`src/rtl/seg_p2s_pkg.sv`:
```
package seg_p2s_pkg;

  // Which side(s) of the interval get geometrically finer segments.
  typedef enum logic [1:0] {
    FINE_BOTH = 2'd0,  // OR chain + AND chain
    FINE_HIGH = 2'd1,  // AND chain only: counts leading ones
    FINE_LOW  = 2'd2   // OR chain only: V minus leading zeros
  } seg_mode_e;

  typedef enum logic {
    CASC_OR  = 1'b0,
    CASC_AND = 1'b1
  } casc_op_e;

  // Index width for a V-bit field: enough for 2V distinct indices.
  function automatic int idx_width(input int v);
    return (v < 1) ? 1 : $clog2(2 * v);
  endfunction

endpackage

```
`src/rtl/seg_prefix_chain.sv`:
```
// Prefix chain from the MSB downward. Tap k combines code[W-1 : W-1-SKIP-k].
module seg_prefix_chain #(
  parameter int                   W    = 5,
  parameter int                   TAPS = 5,
  parameter int                   SKIP = 0,
  parameter seg_p2s_pkg::casc_op_e OP  = seg_p2s_pkg::CASC_OR
) (
  input  logic [W-1:0]    code,
  output logic [TAPS-1:0] taps
);
  localparam int LAST = TAPS + SKIP - 1;

  logic [LAST:0] chain;

  assign chain[0] = code[W-1];

  for (genvar i = 1; i <= LAST; i++) begin : g_link
    if (OP == seg_p2s_pkg::CASC_OR) begin : g_or
      assign chain[i] = chain[i-1] | code[W-1-i];
    end else begin : g_and
      assign chain[i] = chain[i-1] & code[W-1-i];
    end
  end

  for (genvar k = 0; k < TAPS; k++) begin : g_tap
    assign taps[k] = chain[k+SKIP];
  end

  if (SKIP > 0) begin : g_skip_unused
    logic unused_head;
    assign unused_head = ^chain[SKIP-1:0];
  end
endmodule

```
`src/rtl/seg_ones_count.sv`:
```
// Adds up the ones of a tap vector.
module seg_ones_count #(
  parameter int W  = 9,
  parameter int OW = 4
) (
  input  logic [W-1:0]  bits,
  output logic [OW-1:0] count
);
  always_comb begin
    count = '0;
    for (int i = 0; i < W; i++) begin
      count = count + OW'(bits[i]);
    end
  end
endmodule

```
`src/rtl/seg_index_core.sv`:
```
// Combinational code-to-index mapping. The variant is picked by MODE.
module seg_index_core #(
  parameter int                    V    = 5,
  parameter seg_p2s_pkg::seg_mode_e MODE = seg_p2s_pkg::FINE_BOTH,
  parameter int                    IDXW = seg_p2s_pkg::idx_width(V)
) (
  input  logic            clk,
  input  logic            rst_n,
  input  logic [V-1:0]    code,
  output logic [IDXW-1:0] idx
);
  if (MODE == seg_p2s_pkg::FINE_BOTH) begin : g_both
    logic [V-1:0] or_taps;
    logic [V-2:0] and_taps;

    seg_prefix_chain #(.W(V), .TAPS(V), .SKIP(0), .OP(seg_p2s_pkg::CASC_OR))
      u_or (.code(code), .taps(or_taps));
    seg_prefix_chain #(.W(V), .TAPS(V-1), .SKIP(1), .OP(seg_p2s_pkg::CASC_AND))
      u_and (.code(code), .taps(and_taps));
    seg_ones_count #(.W(2*V-1), .OW(IDXW))
      u_cnt (.bits({and_taps, or_taps}), .count(idx));

    // any set AND tap means the MSB is set, so the whole OR chain is 1.
    p_and_needs_or_r1: assert property (@(posedge clk) disable iff (!rst_n)
      (|and_taps) |-> (&or_taps));
    // a set MSB lands in the upper half of the index range.
    p_upper_half_r1: assert property (@(posedge clk) disable iff (!rst_n)
      code[V-1] |-> (idx >= IDXW'(V)));
  end else if (MODE == seg_p2s_pkg::FINE_HIGH) begin : g_high
    logic [V-1:0] and_taps;

    seg_prefix_chain #(.W(V), .TAPS(V), .SKIP(0), .OP(seg_p2s_pkg::CASC_AND))
      u_and (.code(code), .taps(and_taps));
    seg_ones_count #(.W(V), .OW(IDXW))
      u_cnt (.bits(and_taps), .count(idx));

    // a clear MSB means no leading ones.
    p_msb_clear_r3: assert property (@(posedge clk) disable iff (!rst_n)
      !code[V-1] |-> (idx == '0));
  end else begin : g_low
    logic [V-1:0] or_taps;

    seg_prefix_chain #(.W(V), .TAPS(V), .SKIP(0), .OP(seg_p2s_pkg::CASC_OR))
      u_or (.code(code), .taps(or_taps));
    seg_ones_count #(.W(V), .OW(IDXW))
      u_cnt (.bits(or_taps), .count(idx));

    // a set MSB means no leading zeros, so the index is V.
    p_msb_set_r4: assert property (@(posedge clk) disable iff (!rst_n)
      code[V-1] |-> (idx == IDXW'(V)));
  end
endmodule

```
`src/rtl/seg_out_reg.sv`:
```
// One-entry output register with valid/ready.
module seg_out_reg #(
  parameter int W = 4
) (
  input  logic         clk,
  input  logic         rst_n,
  input  logic         up_valid,
  output logic         up_ready,
  input  logic [W-1:0] up_data,
  output logic         dn_valid,
  input  logic         dn_ready,
  output logic [W-1:0] dn_data
);
  logic         full_q;
  logic [W-1:0] data_q;

  assign up_ready = !full_q || dn_ready;
  assign dn_valid = full_q;
  assign dn_data  = data_q;

  always_ff @(posedge clk or negedge rst_n) begin
    if (!rst_n) begin
      full_q <= 1'b0;
      data_q <= '0;
    end else if (up_ready) begin
      full_q <= up_valid;
      if (up_valid) data_q <= up_data;
    end
  end

  // a stalled output holds its value.
  p_hold_r8: assert property (@(posedge clk) disable iff (!rst_n)
    (dn_valid && !dn_ready) |=> (dn_valid && $stable(dn_data)));
  // nothing is taken while stalled.
  p_no_take_r8: assert property (@(posedge clk) disable iff (!rst_n)
    (dn_valid && !dn_ready) |-> !up_ready);
  // an accepted code is presented on the next cycle.
  p_latency_r7: assert property (@(posedge clk) disable iff (!rst_n)
    (up_valid && up_ready) |=> (dn_valid && dn_data == $past(up_data)));
endmodule

```
`src/rtl/seg_p2s_encoder.sv`:
```
module seg_p2s_encoder #(
  parameter int                    V       = 5,
  parameter seg_p2s_pkg::seg_mode_e MODE    = seg_p2s_pkg::FINE_BOTH,
  parameter bit                    REG_OUT = 1'b1,
  parameter int                    IDXW    = seg_p2s_pkg::idx_width(V)
) (
  input  logic            clk,
  input  logic            rst_n,
  input  logic            in_valid,
  output logic            in_ready,
  input  logic [V-1:0]    in_code,
  output logic            out_valid,
  input  logic            out_ready,
  output logic [IDXW-1:0] out_idx
);
  localparam int MAX_IDX = (MODE == seg_p2s_pkg::FINE_BOTH) ? 2 * V - 1 : V;

  logic [IDXW-1:0] idx_c;

  seg_index_core #(.V(V), .MODE(MODE), .IDXW(IDXW)) u_core (
    .clk  (clk),
    .rst_n(rst_n),
    .code (in_code),
    .idx  (idx_c)
  );

  if (REG_OUT) begin : g_reg
    seg_out_reg #(.W(IDXW)) u_reg (
      .clk     (clk),
      .rst_n   (rst_n),
      .up_valid(in_valid),
      .up_ready(in_ready),
      .up_data (idx_c),
      .dn_valid(out_valid),
      .dn_ready(out_ready),
      .dn_data (out_idx)
    );
  end else begin : g_comb
    assign out_valid = in_valid;
    assign in_ready  = out_ready;
    assign out_idx   = idx_c;
  end

  // the index stays inside the mode's range.
  p_idx_range_r5: assert property (@(posedge clk) disable iff (!rst_n)
    out_valid |-> (out_idx <= IDXW'(MAX_IDX)));
endmodule

```
`config.mk`:
```
export PLATFORM = sky130hd
export DESIGN_NAME = seg_p2s_encoder
export DESIGN_NICKNAME = d
export VERILOG_FILES = /design/src/rtl/seg_p2s_pkg.sv /design/src/rtl/seg_prefix_chain.sv /design/src/rtl/seg_ones_count.sv /design/src/rtl/seg_index_core.sv /design/src/rtl/seg_out_reg.sv /design/src/rtl/seg_p2s_encoder.sv
export SDC_FILE = /design/constraint.sdc
export NUM_CORES = 1
export LEC_CHECK = 0
export ABC_CLOCK_PERIOD_IN_PS = 950
export BUFFER_PORTS_ARGS = -buffer_cell sky130_fd_sc_hd__buf_2
export CAP_MARGIN = 20
export CORE_AREA = 2 2 39 41
export DETAILED_ROUTE_END_ITERATION = 16
export DIE_AREA = 0 0 41 43
export PLACE_DENSITY = 0.6
export SYNTH_ARGS = -nofsm -noshare
export SYNTH_HDL_FRONTEND = slang
export SYNTH_SLANG_ARGS = --single-unit
```
`constraint.sdc`:
```
create_clock -name clk -period 0.95 [get_ports clk]
set_input_delay 0.0475 -clock clk [delete_from_list [all_inputs] [get_ports clk]]
set_output_delay 0.0475 -clock clk [all_outputs]
set_load 0.03 [all_outputs]
```
==> run metrics <==
Worst Slack Setup Final=-1.27 ns; first-pass GRT wire length=1070 um; mean routed wirelength per cell=8.19 um; post-synth net total=56; relative area change from synthesis to final layout=71.1%; IR Drop Worst-Case VDD=371 uV; post-layout minimum cycle time=2.22 ns; CP dominant cell by count=fa_2; proportion of layout cells with a drive suffix above 1=a little over half; Cell Count, Final, Fillers Out=84; violated checks=setup timing; residual overflow from global routing=0; Total Nets Final=85; startpoint kind of the worst setup timing path=input port; area of the mapped netlist=389 um^2; clock tree from TritonCTS=built; initial drt markers=2; clock skew after layout=0.00173 ns; CP delay by family, top=adder cells; Worst Tran Pin Value=between 0.3 and 0.4 ns; Total Wirelength=~690 um; per-instance average area after synthesis=9.73 um^2; yosys synthesis warning count=0; core box area=0.00138 mm^2; critical path class=in2reg; vias after detailed routing=around 360; worst rel slew slack=79.7%; worst path required time=about 1.1 ns; share of the yosys chip area belonging to registers=32.2%; maximum fanout count along the critical path=3; number of buffers on the longest clock path=2; Routability Congestion=slightly below 0.7; number of global-route vias before repair=288; number of cells traversed by the worst hold path=2; n_diodes=0; Cells after Synth=40; cells traversed along the worst timing path=buf_8 > inv_4 > ha_4 > nor2b_4 > nor2_2 > a221oi_2 > xor2_1 > fa_1 > fa_2 > fa_2 > o21ai_1; critical path endpoint category=register; DP Cell Count=76; Avg Vias per Cell=4.23; Overall Global Routing Usage=8.99%; Residual DRC=0; HPWL Detailed=a little over 600 um; Slowest Stage Delay on Critical Path=0.53 ns; Die Area=0.00176 mm^2; pin count of the biggest net entering global routing=9; Fmax=451 MHz; worst setup slack after placement=-1.64 ns; final setup vio count=4; Power per Cell Area=1240 mW/mm^2; register clock-pin slew on the reported worst setup and hold paths=0.04 ns; area fraction of the dominant cell type after synthesis=32.2%; largest cells by area after synthesis=dfrtp_1, fa_1, ha_1; count of unique library cells instantiated by Yosys=16; unrepaired setup endpoints after global routing=true; number of hold violations in the final report=0; standard-cell rows=14; clock root buffer=clkbuf_4; total negative setup slack=-4.64 ns; number of input and output port buffers inserted=14; cell count along the critical path=11; Num CTS Buffers=3; clock network latency to the later pin of the worst-skew pair=0.23 ns; I/O Pins=15; width of the chip=just over 40 um; library cell with the largest summed area after synthesis=dfrtp_1; Die H=43 um; class of the tightest hold or removal check=in2reg; cell with the biggest individual delay on the critical path=fa_2; total power of the final layout=828 uW; H-tree Lvls=1; static leakage power=0.000332 uW; count of final max-slew check failures=0; number of synthesized register bits=5; Antenna Violating Nets Remaining=0; worst r2r path cells=4; number of clock sinks=5; initial cell density of the core=28.1%; critical path data arrival time=between 2 and 2.5 ns; number of antenna violations at the first check in global routing=0; result of the run=finished with violations; final critical-path share of the clock period=234%; Initial DRT Pass Iterations=2; Max Cap Viol=0; Buf/Inv on CP=2
[report_power, final]
group	internal, uW	switching, uW
combinational	143	186
clock	158	76.9
sequential	249	15.6
total	550	278
[cell usage after synthesis]
cell type / n
fa_1: 3
nand2_1: 8
ha_1: 4
nor2b_2: 1
xor2_1: 2
dfrtp_1: 5
nand2b_1: 2
nor2b_1: 1
o21ai_0: 3
nand3_1: 1
o21ai_1: 2
nor3b_1: 1
a221oi_2: 1
nor2_1: 1
and2b_1: 1
inv_1: 4
[cells by family after synthesis]
family	after synthesis	share of synthesized area, %
AOI/OAI and AO/OA	6	10.3
xor gates and xnor gates	2	4.50
adders and majority gates	7	28.3
buffers and inverters	4	3.86
DFF	5	32.2
and+or+nand+nor	16	20.9
[sequential cells by signal (all words and copies together), names as in the netlist]
signal	count
g_reg.u_reg.dn_data	4
g_reg.u_reg.dn_valid	1
[path summary, 6_finish.rpt]
path                                         from  slack (ns)                      to
hold / removal                           in_valid        0.03    g_reg.u_reg.dn_valid
min in group asynchronous                   rst_n        0.16  g_reg.u_reg.dn_data[1]
max in group asynchronous                   rst_n        0.66  g_reg.u_reg.dn_data[2]
setup reg to reg             g_reg.u_reg.dn_valid        0.03  g_reg.u_reg.dn_data[0]
setup / recovery                       in_code[3]       -1.27  g_reg.u_reg.dn_data[1]
hold reg to reg            g_reg.u_reg.dn_data[0]        0.47  g_reg.u_reg.dn_data[0]
[layer usage]
layer / routed length [um] / GRT usage (%)
met1: 272 / 9.84
met2: 356 / 14.7
met3: 59 / 3.14
met4: 0 / 4.00
met5: 0 / 0
[layout make-up]
class                           count  area [um^2]
Multi-Input combinational cell     31          289
Timing Repair Buffer               24          175
Clock buffer                        4         26.3
Sequential cell                     5          125
Tap cell                           16         20.0
Fill cell                         143          718
Inverter                            4         30.0
[through the flow]
stage	util (%)	hold slack [ns]	cell area, um^2
2_1_floorplan	-	-0.248	442
3_3_place_gp	41.7	-0.133	577
3_5_place_dp	41.7	-0.134	577
4_1_cts	47.4	0.0224	656
5_1_grt	48.1	0.0258	666
6_report	48.1	0.0251	666
[layout by cell type (no fill, tap or decap), types with 2 or more instances in the layout]
cell type   n
ha_1        2
dfrtp_1     5
clkbuf_4    3
nand2_1     8
fa_2        2
xor2_1      2
o21ai_1     4
buf_4      10
inv_1       2
ha_4        2
buf_2      11
[what timing repair did]
item                       4_1_cts  5_1_grt
hold endpoints to repair         5        0
pin swaps                        5        3
hold buffers                     1        0
setup endpoints to repair        4        5
gates resized for setup          9        2
cloned                           0        0
buffers inserted                 2        1
(Power assumes the default switching activity.)
